`src/rtl/npc_link_pkg.sv`:
```
package npc_link_pkg;

  localparam logic [5:0] OP_REG  = 6'b000000;
  localparam logic [5:0] OP_JMP  = 6'b000010;
  localparam logic [5:0] OP_JLNK = 6'b000011;
  localparam logic [5:0] OP_BEQ  = 6'b000100;
  localparam logic [5:0] OP_LDW  = 6'b100011;
  localparam logic [5:0] OP_STW  = 6'b101011;

  localparam logic [5:0] FN_ADD = 6'h20;
  localparam logic [5:0] FN_SUB = 6'h22;
  localparam logic [5:0] FN_AND = 6'h24;
  localparam logic [5:0] FN_OR  = 6'h25;
  localparam logic [5:0] FN_SLT = 6'h2A;

  typedef enum logic [1:0] {
    DST_RT   = 2'd0,
    DST_RD   = 2'd1,
    DST_LINK = 2'd2
  } dst_sel_e;

  typedef enum logic [1:0] {
    WB_ALU = 2'd0,
    WB_MEM = 2'd1,
    WB_PC4 = 2'd2
  } wb_sel_e;

  typedef struct packed {
    logic     reg_we;
    logic     link;
    logic     branch;
    logic     jump;
    dst_sel_e dst_sel;
    wb_sel_e  wb_sel;
  } ctrl_t;

endpackage

```
`src/rtl/npc_decode.sv`:
```
module npc_decode
  import npc_link_pkg::*;
(
  input  logic [5:0] opcode,
  input  logic [4:0] shamt,
  input  logic [5:0] funct,
  output ctrl_t      ctrl
);

  logic reg_ok;
  logic is_reg;
  logic is_ldw;

  always_comb begin
    reg_ok = 1'b0;
    if (shamt == 5'd0) begin
      unique case (funct)
        FN_ADD, FN_SUB, FN_AND, FN_OR, FN_SLT: reg_ok = 1'b1;
        default:                               reg_ok = 1'b0;
      endcase
    end
  end

  always_comb begin
    is_reg      = (opcode == OP_REG) && reg_ok;
    is_ldw      = (opcode == OP_LDW);
    ctrl.link   = (opcode == OP_JLNK);
    ctrl.jump   = (opcode == OP_JMP) || ctrl.link;
    ctrl.branch = (opcode == OP_BEQ);
    ctrl.reg_we = is_reg || is_ldw || ctrl.link;
    // link widens the destination select and the writeback select
    if (ctrl.link)    ctrl.dst_sel = DST_LINK;
    else if (is_reg)  ctrl.dst_sel = DST_RD;
    else              ctrl.dst_sel = DST_RT;
    if (ctrl.link)    ctrl.wb_sel = WB_PC4;
    else if (is_ldw)  ctrl.wb_sel = WB_MEM;
    else              ctrl.wb_sel = WB_ALU;
  end

endmodule

```
`src/rtl/npc_pc_unit.sv`:
```
module npc_pc_unit #(
  parameter int          XLEN     = 32,
  parameter logic [31:0] RESET_PC = 32'h0
) (
  input  logic              clk,
  input  logic              rst_n,
  input  logic              branch,
  input  logic              jump,
  input  logic              alu_zero,
  input  logic [XLEN-1:0]   imm_ext,
  input  logic [XLEN-7:0]   jfield,
  output logic [XLEN-1:0]   pc,
  output logic [XLEN-1:0]   pc_plus4
);

  localparam int HI_W = 4;

  logic [XLEN-1:0] br_target;
  logic [XLEN-1:0] jmp_target;
  logic [XLEN-1:0] pc_nxt;
  logic            pc_load;
  logic            br_taken;

  assign pc_load = 1'b1;

  always_comb begin
    pc_plus4   = pc + XLEN'(4);
    br_target  = pc_plus4 + (imm_ext << 2);
    jmp_target = {pc_plus4[XLEN-1 -: HI_W], jfield, 2'b00};
    br_taken   = branch && alu_zero;
    if (jump)          pc_nxt = jmp_target;
    else if (br_taken) pc_nxt = br_target;
    else               pc_nxt = pc_plus4;
  end

  always_ff @(posedge clk or negedge rst_n) begin
    if (!rst_n)       pc <= RESET_PC[XLEN-1:0];
    else if (pc_load) pc <= pc_nxt;
  end

  // first cycle out of reset still shows the reset address
  p_reset_value_r1: assert property (@(posedge clk) disable iff (!rst_n)
    $rose(rst_n) |-> pc == RESET_PC[XLEN-1:0]);

  // plain flow steps by one word
  p_seq_step_r2: assert property (@(posedge clk) disable iff (!rst_n)
    (!jump && !(branch && alu_zero)) |=> pc == $past(pc) + XLEN'(4));

  // taken branch lands at offset from pc+4
  p_branch_taken_r3: assert property (@(posedge clk) disable iff (!rst_n)
    (branch && alu_zero && !jump) |=> pc == $past(pc) + XLEN'(4) + ($past(imm_ext) << 2));

  // jump target is word aligned and keeps the region of pc+4
  p_jump_region_r5: assert property (@(posedge clk) disable iff (!rst_n)
    jump |=> (pc[1:0] == 2'b00) && (pc[XLEN-1 -: HI_W] == $past(pc_plus4[XLEN-1 -: HI_W])));

endmodule

```
`src/rtl/npc_wb_select.sv`:
```
module npc_wb_select
  import npc_link_pkg::*;
#(
  parameter int XLEN     = 32,
  parameter int IDX_W    = 5,
  parameter int LINK_REG = 31
) (
  input  dst_sel_e         dst_sel,
  input  wb_sel_e          wb_sel,
  input  logic [IDX_W-1:0] rt,
  input  logic [IDX_W-1:0] rd,
  input  logic [XLEN-1:0]  alu_result,
  input  logic [XLEN-1:0]  mem_rdata,
  input  logic [XLEN-1:0]  pc_plus4,
  output logic [IDX_W-1:0] wr_idx,
  output logic [XLEN-1:0]  wr_data
);

  always_comb begin
    unique case (dst_sel)
      DST_RD:   wr_idx = rd;
      DST_LINK: wr_idx = IDX_W'(LINK_REG);
      default:  wr_idx = rt;
    endcase
    unique case (wb_sel)
      WB_MEM:  wr_data = mem_rdata;
      WB_PC4:  wr_data = pc_plus4;
      default: wr_data = alu_result;
    endcase
  end

endmodule

```
`src/rtl/npc_link_unit.sv`:
```
module npc_link_unit
  import npc_link_pkg::*;
#(
  parameter int          XLEN     = 32,
  parameter int          IDX_W    = 5,
  parameter int          LINK_REG = 31,
  parameter logic [31:0] RESET_PC = 32'h0
) (
  input  logic             clk,
  input  logic             rst_n,
  input  logic [XLEN-1:0]  instr,
  input  logic             alu_zero,
  input  logic [XLEN-1:0]  imm_ext,
  input  logic [XLEN-1:0]  alu_result,
  input  logic [XLEN-1:0]  mem_rdata,
  output logic [XLEN-1:0]  pc,
  output logic             reg_we,
  output logic [IDX_W-1:0] wr_idx,
  output logic [XLEN-1:0]  wr_data
);

  localparam int OP_LSB = XLEN - 6;
  localparam int RT_LSB = OP_LSB - 2*IDX_W;
  localparam int RD_LSB = RT_LSB - IDX_W;
  localparam int SH_LSB = RD_LSB - IDX_W;

  ctrl_t           ctrl;
  logic [XLEN-1:0] pc_plus4;

  npc_decode u_dec (
    .opcode (instr[XLEN-1:OP_LSB]),
    .shamt  (instr[SH_LSB +: 5]),
    .funct  (instr[5:0]),
    .ctrl   (ctrl)
  );

  npc_pc_unit #(.XLEN(XLEN), .RESET_PC(RESET_PC)) u_pc (
    .clk      (clk),
    .rst_n    (rst_n),
    .branch   (ctrl.branch),
    .jump     (ctrl.jump),
    .alu_zero (alu_zero),
    .imm_ext  (imm_ext),
    .jfield   (instr[OP_LSB-1:0]),
    .pc       (pc),
    .pc_plus4 (pc_plus4)
  );

  npc_wb_select #(.XLEN(XLEN), .IDX_W(IDX_W), .LINK_REG(LINK_REG)) u_wb (
    .dst_sel    (ctrl.dst_sel),
    .wb_sel     (ctrl.wb_sel),
    .rt         (instr[RT_LSB +: IDX_W]),
    .rd         (instr[RD_LSB +: IDX_W]),
    .alu_result (alu_result),
    .mem_rdata  (mem_rdata),
    .pc_plus4   (pc_plus4),
    .wr_idx     (wr_idx),
    .wr_data    (wr_data)
  );

  assign reg_we = ctrl.reg_we;

  // linking jump writes return address into the link register
  p_link_write_r6: assert property (@(posedge clk) disable iff (!rst_n)
    (instr[XLEN-1:OP_LSB] == OP_JLNK) |->
      reg_we && (wr_idx == IDX_W'(LINK_REG)) && (wr_data == pc + XLEN'(4)));

  // plain jump never writes
  p_jump_nowrite_r5: assert property (@(posedge clk) disable iff (!rst_n)
    (instr[XLEN-1:OP_LSB] == OP_JMP) |-> !reg_we);

  // stores and branches never write
  p_store_branch_nowrite_r10: assert property (@(posedge clk) disable iff (!rst_n)
    ((instr[XLEN-1:OP_LSB] == OP_STW) || (instr[XLEN-1:OP_LSB] == OP_BEQ)) |-> !reg_we);

  // load writes memory data to rt
  p_load_path_r9: assert property (@(posedge clk) disable iff (!rst_n)
    (instr[XLEN-1:OP_LSB] == OP_LDW) |->
      reg_we && (wr_data == mem_rdata) && (wr_idx == instr[RT_LSB +: IDX_W]));

endmodule

```
`config.mk`:
```
export PLATFORM = sky130hd
export DESIGN_NAME = npc_link_unit
export DESIGN_NICKNAME = d
export VERILOG_FILES = /design/src/rtl/npc_link_pkg.sv /design/src/rtl/npc_decode.sv /design/src/rtl/npc_pc_unit.sv /design/src/rtl/npc_wb_select.sv /design/src/rtl/npc_link_unit.sv
export SDC_FILE = /design/constraint.sdc
export NUM_CORES = 1
export LEC_CHECK = 0
export ABC_AREA = 1
export BUFFER_PORTS_ARGS = -buffer_cell sky130_fd_sc_hd__buf_2
export CORE_MARGIN = 4
export CORE_UTILIZATION = 54
export DETAILED_ROUTE_END_ITERATION = 8
export PLACE_DENSITY = 0.93
export SLEW_MARGIN = 20
export SYNTH_ARGS = -nofsm -noshare
export SYNTH_HDL_FRONTEND = slang
export SYNTH_SLANG_ARGS = --single-unit
```
`constraint.sdc`:
```
create_clock -name clk -period 4.11 [get_ports clk]
set_input_delay 1.0275 -clock clk [delete_from_list [all_inputs] [get_ports clk]]
set_output_delay 1.0275 -clock clk [all_outputs]
set_load 0.05 [all_outputs]
```
==> results by group <==
CTS
  • Clk pin slew, worst setup/hold paths: 0.06 ns
  • Max clock buf depth: 2
  • CTS resizes: 0
  • Clock Sinks: 30
  • CTS Hold Bufs: 0
  • Cts bufs inserted: 5
  • Clk_lat worst skew: 0.28 ns
  • Htree depth: 2
  • Setup Buffers After CTS: 0
  • Root buffer cell: clkbuf_8
  • CTS tree: done

Placed design
  • Setup WS pre-CTS: 0.330 ns
  • Number of port buffers: 196
  • DP Wirelength: 15.5 mm
  • Dpl cells: 1190
  • RePlAce Congestion: 1.02

Timing
  • Max Fclk: 0.260 GHz
  • Pins Over Slew Limit: 0
  • Final Hold Viols: 0
  • Worst Tran Pin Value: 0.728 ns
  • Setup-failing EPs final: 0
  • Setup ws final: 0.264 ns
  • Slew HR: 51.4%
  • RSZ-0062 raised after global routing: false
  • Layout Skew: 0.00525 ns
  • Min Tclk post-route: 3.85 ns
  • Tcrit/Tclk final: 93.6%
  • Setup TNS: 0 ns

GRT
  • Total congestion overflow: 0
  • Antenna violations before repair: 0
  • First-pass GRT wire length: 28.7 mm
  • Largest net degree at the start of global routing: 31
  • Vias in the first global route: 6057
  • GRT Total Usage: 32.3%

Worst setup path
  • CP arrival: 2.82 ns
  • Max FO, Critical Path: 23
  • CP startpoint kind: input pin
  • Slowest CP cell: inv_1
  • Reg-to-Reg Start: u_pc.pc[2]
  • CP Capture Type: output pin
  • Worst-path cell chain: buf_2 -> nor2_1 -> nand3_1 -> nor2_2 -> inv_1 -> nand2_1 -> o22ai_1 -> inv_1 -> buf_2
  • Crit path launch: instr[29]
  • CP Buf/Inv Count: 4
  • R2r setup slk: 0.49 ns
  • CP peak stage delay: 0.53 ns
  • Worst endpoint required time: 3.08 ns
  • WS Path Type: in2out
  • CP top delay family: buffers and inverters

Detailed routing
  • Routed len/inst: 15.4 µm
  • Remaining antenna violation count: 0
  • Final WL: 18.4 mm
  • DR pass1 iterations: 5
  • Vias per inst: 5.60
  • Initial detailed-routing violation count: 686
  • Drt drc: 0
  • Vias: 6710

Layout
  • Nets: 1257
  • Synthesis-to-finish area growth: 24.4%
  • Finished Layout Cells: 1198
  • Share of cells above drive strength 1: 21.5%
  • Number of flip-flops under the largest register name: 30
  • Top Registers: u_pc.pc (30)
  • Final antenna diode count: 0
  • Largest Register: u_pc.pc

Synth
  • Post-Synthesis Cells: 892
  • Number of synthesized register bits: 30
  • Post-synthesis adder-cell area fraction: 9.51%
  • Xor and xnor area share after synthesis: 3.49%
  • Post-synth top cells: nand2_1 (336), inv_1 (144), nor2_1 (70), nand3_1 (66), a21oi_1 (42)
  • Largest area contributor in the netlist: nand2_1
  • Main combinational cell family by area after synthesis: simple AND/OR/NAND/NOR gates
  • Post-synth EDFFs: 0
  • Syn. warnings: 0
  • Synth top area share: 25.5%
  • Top FF cell, synth: dfrtp_1
  • Netlist Area Pre-Place: 4950 µm²
  • Sequential element share of the synthesized area: 15.2%
  • Post-synthesis simple-gate area fraction: 44.3%
  • Ys async rst share: 100%
  • Netlist cell types: 42
  • Most common cell in the netlist: nand2_1
  • Area contributors post-synth: nand2_1 (25%), dfrtp_1 (15%), inv_1 (11%)
  • Avg Cell Area, Syn: 5.55 µm²
  • Compound-Gate Fraction of Synth Area: 14.8%
  • Post-synthesis mux area share: 0%

Hold path
  • Worst hold-check path type: reg2reg
  • HP Start: u_pc.pc[2]

Power and ir drop
  • P_sw: 0.00193 W
  • LEAKAGE: 3.67 nW
  • Internal power: 0.00121 W
  • Overall power: 0.00314 W
  • Worst vdd ir: 0.248 mV
  • Comb pwr share: 75.3%
  • P per Cell Area: 510 nW/µm²
  • Share of total power in sequential cells: 17.1%
  • Switching Share: 61.4%
  • Clock power frac: 7.6%

Floorplanning
  • Initial Util: 56.2%
  • Die X: 104 µm
  • # IOs: 201
  • FP Rows: 34
  • DIE AREA: 10800 µm²
  • CORE AREA: 8810 µm²
  • Die height: 104 µm

Flow run
  • MaxCap Viol Count: 0

Run status
  • Outcome: finished clean
[layout by cell type, fill, tap and decap left out, types with 3 or more instances in the layout]
cell	synthesis	routed
buf_2	6	196
o21ai_0	27	27
o22ai_1	7	7
nand3_1	66	66
or2_2	3	3
ha_1	36	36
o21ai_1	3	3
o21bai_1	4	4
xor2_1	12	12
and2_1	3	3
nand2_2	3	3
o211ai_1	24	24
o221ai_1	3	3
a22o_1	3	3
nor2_2	5	5
clkbuf_8	0	6
nor3_2	3	3
a21oi_1	42	42
nand4_1	7	7
nor2_1	70	70
nor3_1	11	11
xnor2_1	4	4
inv_1	144	144
dfrtp_1	30	30
a22oi_1	5	5
buf_4	2	10
nand3b_1	4	4
nand2_1	336	336
[area by class of cell]
type                            instances  area, µm²
Timing Repair Buffer                  206       1060
Fill cell                             778       2650
Sequential cell                        30        751
Multi-Input combinational cell        700       3570
Tap cell                              108        135
Clock buffer                            7       86.3
Clock inverter                          1       5.00
Inverter                              146        548
[per-stage QoR]
step,instance area [µm²],util (%),hold slack (ns)
after floorplan,4950,-,0.732
after global placement,6060,68.9,0.636
after detailed placement,6060,68.9,0.671
after CTS,6160,69.9,0.682
after global routing,6160,69.9,0.712
final,6160,69.9,0.705
[final timing paths]
path                          endpoint  cells after the start
min in group asynchronous   u_pc.pc[4]                      1
hold reg to reg             u_pc.pc[2]                      1
hold / removal              u_pc.pc[2]                      1
setup reg to reg           u_pc.pc[23]                     18
setup / recovery             wr_idx[4]                      9
max in group asynchronous  u_pc.pc[29]                      1
[layer usage]
| metal | vias to the layer above | share of wire [%] | GRT usage (%) |
|---|---|---|---|
| met1 | 2958 | 39 | 40.0 |
| met5 | - | 0 | 0 |
| li1 | 3241 | - | - |
| met3 | 69 | 11 | 5.78 |
| met2 | 442 | 45 | 54.9 |
| met4 | 0 | 4.9 | 14.2 |
[cells by family after synthesis]
| group | Yosys count |
|---|---|
| AO/OA/AOI/OAI | 122 |
| XOR/XNOR | 18 |
| adder cells (fa/ha/maj) | 37 |
| buffers and inverters | 163 |
| flip-flops | 30 |
| other | 1 |
| AND/OR/NAND/NOR | 521 |
[power groups by stage]
stage                     clock, W  combinational (W)  sequential (W)
after detailed placement         0            0.00230        0.000535
final                     0.000238            0.00237        0.000539
after global placement           0            0.00225        0.000528
after CTS                 0.000240            0.00231        0.000530
after global routing      0.000254            0.00258        0.000550
after floorplan                  0            0.00135        0.000864
Power figures use the tool's default switching activity.
